--- src/rtl/rst_seq_pkg.sv ---
package rst_seq_pkg;

    localparam int STAT_W   = 4;
    localparam int STAT_POR = 0;
    localparam int STAT_BO  = 1;
    localparam int STAT_WDT = 2;
    localparam int STAT_EXT = 3;
    localparam int BYTE_W   = 8;

    typedef enum logic [2:0] {
        ST_RESET,
        ST_PIN_WAIT,
        ST_VEC_HI,
        ST_VEC_LO,
        ST_RUN,
        ST_STOP,
        ST_RECOVER
    } seq_state_e;

endpackage

--- src/rtl/rst_pin_filter.sv ---
module rst_pin_filter #(
    parameter int SYNC_STAGES = 2,
    parameter int MIN_LOW     = 4
) (
    input  logic clk,
    input  logic arst_n,
    input  logic pin_n,
    output logic pin_low,
    output logic trig
);
    localparam int CW = $clog2(MIN_LOW + 1);
    localparam logic [CW-1:0] CNT_LAST = CW'(MIN_LOW - 1);
    localparam logic [CW-1:0] CNT_SAT  = CW'(MIN_LOW);

    logic [SYNC_STAGES-1:0] sync_q;
    logic [CW-1:0]          low_cnt_q;

    always_ff @(posedge clk or negedge arst_n) begin
        if (!arst_n) begin
            sync_q <= '1;
        end else begin
            sync_q <= {sync_q[SYNC_STAGES-2:0], pin_n};
        end
    end

    assign pin_low = ~sync_q[SYNC_STAGES-1];

    always_ff @(posedge clk or negedge arst_n) begin
        if (!arst_n) begin
            low_cnt_q <= '0;
        end else if (!pin_low) begin
            low_cnt_q <= '0;
        end else if (low_cnt_q != CNT_SAT) begin
            low_cnt_q <= low_cnt_q + 1'b1;
        end
    end

    assign trig = pin_low && (low_cnt_q == CNT_LAST);

endmodule

--- src/rtl/rst_src_status.sv ---
module rst_src_status
    import rst_seq_pkg::*;
(
    input  logic              clk,
    input  logic              arst_n,
    input  logic [STAT_W-1:0] set_i,
    input  logic              rd_i,
    output logic [STAT_W-1:0] stat_o
);
    localparam logic [STAT_W-1:0] POR_VAL = STAT_W'(1) << STAT_POR;

    logic [STAT_W-1:0] stat_q;

    always_ff @(posedge clk or negedge arst_n) begin
        if (!arst_n) begin
            stat_q <= POR_VAL;
        end else begin
            stat_q <= set_i | (stat_q & ~{STAT_W{rd_i}});
        end
    end

    assign stat_o = stat_q;

endmodule

--- src/rtl/rst_vec_fetch.sv ---
module rst_vec_fetch
    import rst_seq_pkg::*;
#(
    parameter int ADDR_W   = 16,
    parameter int VEC_BASE = 2
) (
    input  logic                clk,
    input  logic                arst_n,
    input  logic                fetch_hi,
    input  logic                fetch_lo,
    input  logic [BYTE_W-1:0]   rd_data,
    output logic                rd_en,
    output logic [ADDR_W-1:0]   rd_addr,
    output logic                pc_load,
    output logic [2*BYTE_W-1:0] pc_value
);
    localparam logic [ADDR_W-1:0] ADDR_HI = ADDR_W'(VEC_BASE);
    localparam logic [ADDR_W-1:0] ADDR_LO = ADDR_W'(VEC_BASE + 1);

    logic [BYTE_W-1:0] hi_q;

    always_ff @(posedge clk or negedge arst_n) begin
        if (!arst_n) begin
            hi_q <= '0;
        end else if (fetch_hi) begin
            hi_q <= rd_data;
        end
    end

    assign rd_en    = fetch_hi | fetch_lo;
    assign rd_addr  = fetch_lo ? ADDR_LO : ADDR_HI;
    assign pc_load  = fetch_lo;
    assign pc_value = {hi_q, rd_data};

endmodule

--- src/rtl/rst_seq_ctrl.sv ---
module rst_seq_ctrl
    import rst_seq_pkg::*;
#(
    parameter int RST_TIMEOUT = 66,
    parameter int SMR_FAST    = 66,
    parameter int SMR_XTAL    = 5000,
    parameter int PIN_MIN_LOW = 4,
    parameter int ADDR_W      = 16,
    parameter int VEC_BASE    = 2
) (
    input  logic                clk,
    input  logic                arst_n,
    input  logic                ext_rst_n,
    input  logic                bo_req,
    input  logic                wdt_req,
    input  logic                dbg_por_set,
    input  logic                stop_enter,
    input  logic                stop_wake,
    input  logic                xtal_en,
    input  logic                stat_rd,
    input  logic [7:0]          vec_data,
    output logic                core_rst,
    output logic                pin_drive_low,
    output logic [3:0]          rst_stat,
    output logic                dbg_por_bit,
    output logic                wdt_ctl_rst,
    output logic                osc_ctl_rst,
    output logic                vec_rd,
    output logic [ADDR_W-1:0]   vec_addr,
    output logic                pc_load,
    output logic [15:0]         pc_value
);
    localparam int TMR_MAX_A = (RST_TIMEOUT > SMR_FAST) ? RST_TIMEOUT : SMR_FAST;
    localparam int TMR_MAX   = (TMR_MAX_A > SMR_XTAL) ? TMR_MAX_A : SMR_XTAL;
    localparam int TW        = $clog2(TMR_MAX + 1);
    localparam logic [TW-1:0] RST_LAST  = TW'(RST_TIMEOUT - 1);
    localparam logic [TW-1:0] FAST_LAST = TW'(SMR_FAST - 1);
    localparam logic [TW-1:0] XTAL_LAST = TW'(SMR_XTAL - 1);

    seq_state_e  state_q, state_nx;
    logic [TW-1:0] tmr_q;
    logic [TW-1:0] smr_last_q;
    logic        int_q;
    logic        dbg_q;
    logic        pin_low;
    logic        ext_trig;
    logic        dbg_trig;
    logic        int_src;
    logic        src_evt;
    logic        wake_acc;
    logic        tmr_done;
    logic        fetch_hi;
    logic        fetch_lo;
    logic [STAT_W-1:0] stat_set;

    rst_pin_filter #(
        .SYNC_STAGES (2),
        .MIN_LOW     (PIN_MIN_LOW)
    ) pin_filt_i (
        .clk     (clk),
        .arst_n  (arst_n),
        .pin_n   (ext_rst_n),
        .pin_low (pin_low),
        .trig    (ext_trig)
    );

    // source collection
    assign dbg_trig = dbg_q && (state_q != ST_RESET);
    assign int_src  = bo_req | wdt_req | dbg_trig;
    assign src_evt  = int_src | ext_trig;
    assign wake_acc = (state_q == ST_STOP) && stop_wake && !src_evt;

    always_comb begin
        stat_set           = '0;
        stat_set[STAT_POR] = dbg_trig;
        stat_set[STAT_BO]  = bo_req;
        stat_set[STAT_WDT] = wdt_req;
        stat_set[STAT_EXT] = ext_trig;
    end

    rst_src_status stat_i (
        .clk    (clk),
        .arst_n (arst_n),
        .set_i  (stat_set),
        .rd_i   (stat_rd),
        .stat_o (rst_stat)
    );

    assign tmr_done = ((state_q == ST_RESET)   && (tmr_q == RST_LAST)) ||
                      ((state_q == ST_RECOVER) && (tmr_q == smr_last_q));

    // next-state logic
    always_comb begin
        state_nx = state_q;
        if (src_evt) begin
            state_nx = ST_RESET;
        end else begin
            unique case (state_q)
                ST_RESET:    if (tmr_done) state_nx = pin_low ? ST_PIN_WAIT : ST_VEC_HI;
                ST_PIN_WAIT: if (!pin_low) state_nx = ST_VEC_HI;
                ST_VEC_HI:   state_nx = ST_VEC_LO;
                ST_VEC_LO:   state_nx = ST_RUN;
                ST_RUN:      if (stop_enter) state_nx = ST_STOP;
                ST_STOP:     if (stop_wake) state_nx = ST_RECOVER;
                ST_RECOVER:  if (tmr_done) state_nx = ST_VEC_HI;
                default:     state_nx = ST_RESET;
            endcase
        end
    end

    // state register and its companions
    always_ff @(posedge clk or negedge arst_n) begin
        if (!arst_n) begin
            state_q    <= ST_RESET;
            tmr_q      <= '0;
            smr_last_q <= FAST_LAST;
            int_q      <= 1'b1;
            dbg_q      <= 1'b0;
        end else begin
            state_q <= state_nx;
            if (src_evt || (state_nx != state_q)) begin
                tmr_q <= '0;
            end else if ((state_q == ST_RESET) || (state_q == ST_RECOVER)) begin
                tmr_q <= tmr_q + 1'b1;
            end
            if (wake_acc) begin
                smr_last_q <= xtal_en ? XTAL_LAST : FAST_LAST;
            end
            if (src_evt) begin
                int_q <= int_src;
            end
            if (dbg_por_set) begin
                dbg_q <= 1'b1;
            end else if (state_q == ST_RESET) begin
                dbg_q <= 1'b0;
            end
        end
    end

    // outputs
    always_comb begin
        core_rst      = !((state_q == ST_RUN) || (state_q == ST_STOP));
        pin_drive_low = (state_q == ST_RESET) && int_q;
        wdt_ctl_rst   = wake_acc;
        osc_ctl_rst   = wake_acc;
        fetch_hi      = (state_q == ST_VEC_HI);
        fetch_lo      = (state_q == ST_VEC_LO);
        dbg_por_bit   = dbg_q;
    end

    rst_vec_fetch #(
        .ADDR_W   (ADDR_W),
        .VEC_BASE (VEC_BASE)
    ) vec_i (
        .clk      (clk),
        .arst_n   (arst_n),
        .fetch_hi (fetch_hi),
        .fetch_lo (fetch_lo),
        .rd_data  (vec_data),
        .rd_en    (vec_rd),
        .rd_addr  (vec_addr),
        .pc_load  (pc_load),
        .pc_value (pc_value)
    );

endmodule

--- config.mk ---
export PLATFORM = sky130hd
export DESIGN_NAME = rst_seq_ctrl
export DESIGN_NICKNAME = d
export VERILOG_FILES = /design/src/rtl/rst_seq_pkg.sv /design/src/rtl/rst_pin_filter.sv /design/src/rtl/rst_src_status.sv /design/src/rtl/rst_vec_fetch.sv /design/src/rtl/rst_seq_ctrl.sv
export SDC_FILE = /design/constraint.sdc
export NUM_CORES = 1
export LEC_CHECK = 0
export BUFFER_PORTS_ARGS = -buffer_cell sky130_fd_sc_hd__buf_2
export CAP_MARGIN = 40
export CORE_ASPECT_RATIO = 1.25
export CORE_MARGIN = 1
export CORE_UTILIZATION = 51
export CTS_CLUSTER_DIAMETER = 40
export DETAILED_ROUTE_END_ITERATION = 8
export GPL_ROUTABILITY_DRIVEN = 1
export GPL_TIMING_DRIVEN = 1
export PLACE_DENSITY = 0.79
export SYNTH_ARGS = -nofsm -noshare
export SYNTH_HDL_FRONTEND = slang
export SYNTH_SLANG_ARGS = --single-unit
--- constraint.sdc ---
create_clock -name clk -period 2.4 [get_ports clk]
set_clock_uncertainty 0.1 [all_clocks]
set_input_delay 0.12 -clock clk [delete_from_list [all_inputs] [get_ports clk]]
set_output_delay 0.12 -clock clk [all_outputs]
set_load 0.01 [all_outputs]
==> results.json <==
{
  "nNetsFinal": 277,
  "synthCells": 197,
  "clkTransAtPathRegs_ns": 0.07,
  "slew_headroom_pct": 46.5,
  "holdPathStages": 4,
  "diodes": 0,
  "cp_common_cell": "ha_1",
  "syn2layout_area_growth_pct": 22.3,
  "crit_slowest_cell": "or3_4",
  "max_freq_mhz": 440,
  "final.setup.tns_ns": 0,
  "synthesis.area_per_instance_sq_um": 10.3,
  "drtPass1Iterations": 4,
  "rows": 25,
  "fillers": 318,
  "cp.arrival_ns": 2.05,
  "async_flop_share_pct": 100,
  "portBuffers": 45,
  "power_per_cell_area_mw_per_mm2": 575,
  "final_util_pct": 65.5,
  "crit_path_end_kind": "output port",
  "ir_drop_uv": 393,
  "track_usage_pct": 18.9,
  "reg2reg_depth": 6,
  "hold_violations": 0,
  "p_sw_uw": 339,
  "crit_chain": "ha_1, ha_1, nand2b_1, nand3_1, or3_4, inv_1, buf_2",
  "antenna_found_initial": 0,
  "cts_root_buffer": "clkbuf_8",
  "die_area_sq_mm": 0.00423,
  "r2r_end": "smr_last_q[9]$_DFFE_PN0P_",
  "ys_seq_area_share_pct": 46.0,
  "p_sw_share_pct": 23.8,
  "finalNonFillerCells": 309,
  "worstPathRequired_ns": 2.18,
  "fin_ws_ns": 0.128,
  "cts_setup_buffers": 0,
  "cts_sinks": 37,
  "grt_pass1_wl_mm": 5.88,
  "drv_cap": 0,
  "critPathKind": "reg -> out",
  "vias_per_cell": 4.89,
  "cellLeakagePower_uw": 0.00124,
  "synth_cell_types": 46,
  "worstSkewPairLatency_ns": 0.29,
  "synth_area_sq_mm": 0.00203,
  "crit_buf_inv": 2,
  "hpwlAfterDp_mm": 2.54,
  "initial_core_util_pct": 53.6,
  "ys.flop_type": "dfrtp_1",
  "cts_tree": "built",
  "pre_cts_ws_ns": 0.272,
  "synth_top_area_share_pct": 39.5,
  "layout-drive-gt1-share_pct": 30.6,
  "synth_edf_count": 0,
  "vias": 1510,
  "maxSlewViolCount": 0,
  "p_total_uw": 1430,
  "ys_warn_count": 0,
  "io_pins": 61,
  "min_path_type": "in -> reg",
  "synth_commonest_cells": "dfrtp_1, buf_4, nor2_1",
  "rsz0062_at_grt": "no",
  "ctsHtreeMaxLevel": 2,
  "worstMarginPinSlew_ns": 0.803,
  "die_h_um": 72.5,
  "finalWirelength_mm": 3.66,
  "overflow": 0,
  "clk_path_buf_depth": 2,
  "post-route-min-period_ns": 2.27,
  "yosysMostFrequentCell": "dfrtp_1",
  "grt_pass1_vias": 1414,
  "drc": 0,
  "setup_viol": 0,
  "combinationalPowerShare_pct": 13.3,
  "power.internal_uw": 1090,
  "hold_start": "stop_wake",
  "r2r_slack_ns": 0.29,
  "status": "complete, no violations",
  "cts_buffers": 5,
  "wl_per_cell_um": 11.8,
  "hold_path_end": "smr_last_q[6]$_DFFE_PN1P_",
  "r2r_start": "pin_filt_i.low_cnt_q[0]$_DFFE_PN0P_",
  "clkPwrFrac_pct": 38.5,
  "fin_crit_sh_pct": 94.7,
  "grt_max_degree": 38,
  "cp_max_fo": 5,
  "coreArea_sq_mm": 0.00378,
  "dp_cells": 286,
  "synthTopCellsByArea": "dfrtp_1, buf_4, dfstp_2",
  "worst_setup_path_start_kind": "flip-flop",
  "crit_family": "simple AND/OR/NAND/NOR gates",
  "detail-route-antenna-nets": 0,
  "yosysTopAreaCell": "dfrtp_1",
  "ys_ff_latch": 37,
  "routabilityCongestion": 0.835,
  "critical_path.max_stage_delay_ns": 0.46,
  "dr.first_iter.drc_count": 41,
  "die_x_um": 58.4,
  "seq_power_share_pct": 48.2
}
## per-stage QoR
step	area (sq um)	hold WS, ns
6_report	2480	0.0916
5_1_grt	2480	0.106
4_1_cts	2470	0.139
3_5_place_dp	2200	0.126
3_3_place_gp	2200	0.126
2_1_floorplan	2080	-0.276
## final cells by class
class | instances | area [sq um] | share of cell area, %
clock buffers | 7 | 86.3 | 3.48
clock inverters | 1 | 30.0 | 1.21
inverters | 11 | 41.3 | 1.66
multi-input cells | 133 | 902 | 36.4
flip-flops and latches | 37 | 932 | 37.6
well taps | 54 | 67.6 | 2.72
repair buffers | 66 | 420 | 17.0
## power groups by stage
| stage | Combinational, uW | Clock, uW | Sequential, uW |
|---|---|---|---|
| 6_report | 189 | 549 | 688 |
| 5_1_grt | 216 | 581 | 692 |
| 4_1_cts | 190 | 559 | 688 |
| 3_5_place_dp | 170 | 0 | 700 |
| 3_3_place_gp | 165 | 0 | 697 |
| 2_1_floorplan | 132 | 0 | 697 |
## timing repair
item                                   4_1_cts  5_1_grt
endpoints found under the hold margin       49        0
resized for setup                            0        2
setup endpoints to repair                    0        2
hold buffers                                15        0
## cells in the final DEF, fill, tap and decap left out, types with 2 or more instances in the layout
| cell | netlist | final |
|---|---|---|
| a21o_1 | 2 | 2 |
| a21oi_1 | 5 | 5 |
| a311oi_1 | 2 | 2 |
| and3_1 | 3 | 3 |
| buf_2 | 0 | 45 |
| buf_4 | 25 | 6 |
| clkbuf_8 | 0 | 6 |
| conb_1 | 2 | 15 |
| dfrtp_1 | 32 | 32 |
| dfstp_2 | 5 | 5 |
| dlygate4sd3_1 | 0 | 15 |
| ha_1 | 5 | 5 |
| inv_1 | 11 | 11 |
| mux2_2 | 8 | 8 |
| nand2_1 | 8 | 8 |
| nand2b_1 | 4 | 4 |
| nand3_1 | 8 | 8 |
| nand4_1 | 3 | 3 |
| nor2_1 | 21 | 21 |
| nor2b_1 | 3 | 3 |
| nor3_1 | 2 | 2 |
| nor4b_1 | 2 | 2 |
| o21ai_0 | 3 | 3 |
| or4_1 | 2 | 2 |
| xnor2_1 | 7 | 7 |
| xor2_1 | 8 | 8 |
## worst max-delay path by stage
stage | end | cells after the start | slack [ns] | from
after global routing | wdt_ctl_rst | 7 | 0.02 | pin_filt_i.low_cnt_q[0]$_DFFE_PN0P_
after detailed placement | smr_last_q[9]$_DFFE_PN0P_ | 6 | 0.27 | pin_filt_i.low_cnt_q[0]$_DFFE_PN0P_
after CTS | wdt_ctl_rst | 7 | 0.08 | pin_filt_i.low_cnt_q[0]$_DFFE_PN0P_
after floorplan | smr_last_q[9]$_DFFE_PN0P_ | 5 | 0.40 | state_q[0]$_DFF_PN0_
final | wdt_ctl_rst | 7 | 0.13 | pin_filt_i.low_cnt_q[0]$_DFFE_PN0P_
after global placement | smr_last_q[9]$_DFFE_PN0P_ | 4 | 0.27 | state_q[2]$_DFF_PN0_
## logic make-up after synthesis
family                     count (synthesis)  share of synthesized area [%]
AOI/OAI and AO/OA                         21                           7.84
xor gates and xnor gates                  15                           6.48
adders and majority gates                  5                           3.09
buffers and inverters                     40                           12.4
DFF                                       37                           46.0
muxes                                     11                           6.23
other                                      2                          0.371
and+or+nand+nor                           66                           17.6
## flip-flops by register name, summed over array words and instances, names as in the netlist
signal,count
dbg_por_bit,1
int_q,1
pin_filt_i.low_cnt_q,3
pin_filt_i.sync_q,2
smr_last_q,2
stat_i.stat_o,4
state_q,3
tmr_q,13
vec_i.hi_q,8
## worst register-to-register path, stage by stage, from the launching register on
cell and delay, ns:
dfrtp_1 0.41, ha_1 0.21, ha_1 0.18, nand2b_1 0.12, nand3_1 0.20, or3_4 0.46
mux2_1 0.32
## metal layers
layer	vias to the layer above	routed length (um)	GRT usage, %
li1	740	-	-
met1	720	1510	19.4
met2	42	1900	34.7
met3	8	168	5.88
met4	0	72	7.94
met5	-	0	0
Power figures use the tool's default switching activity.
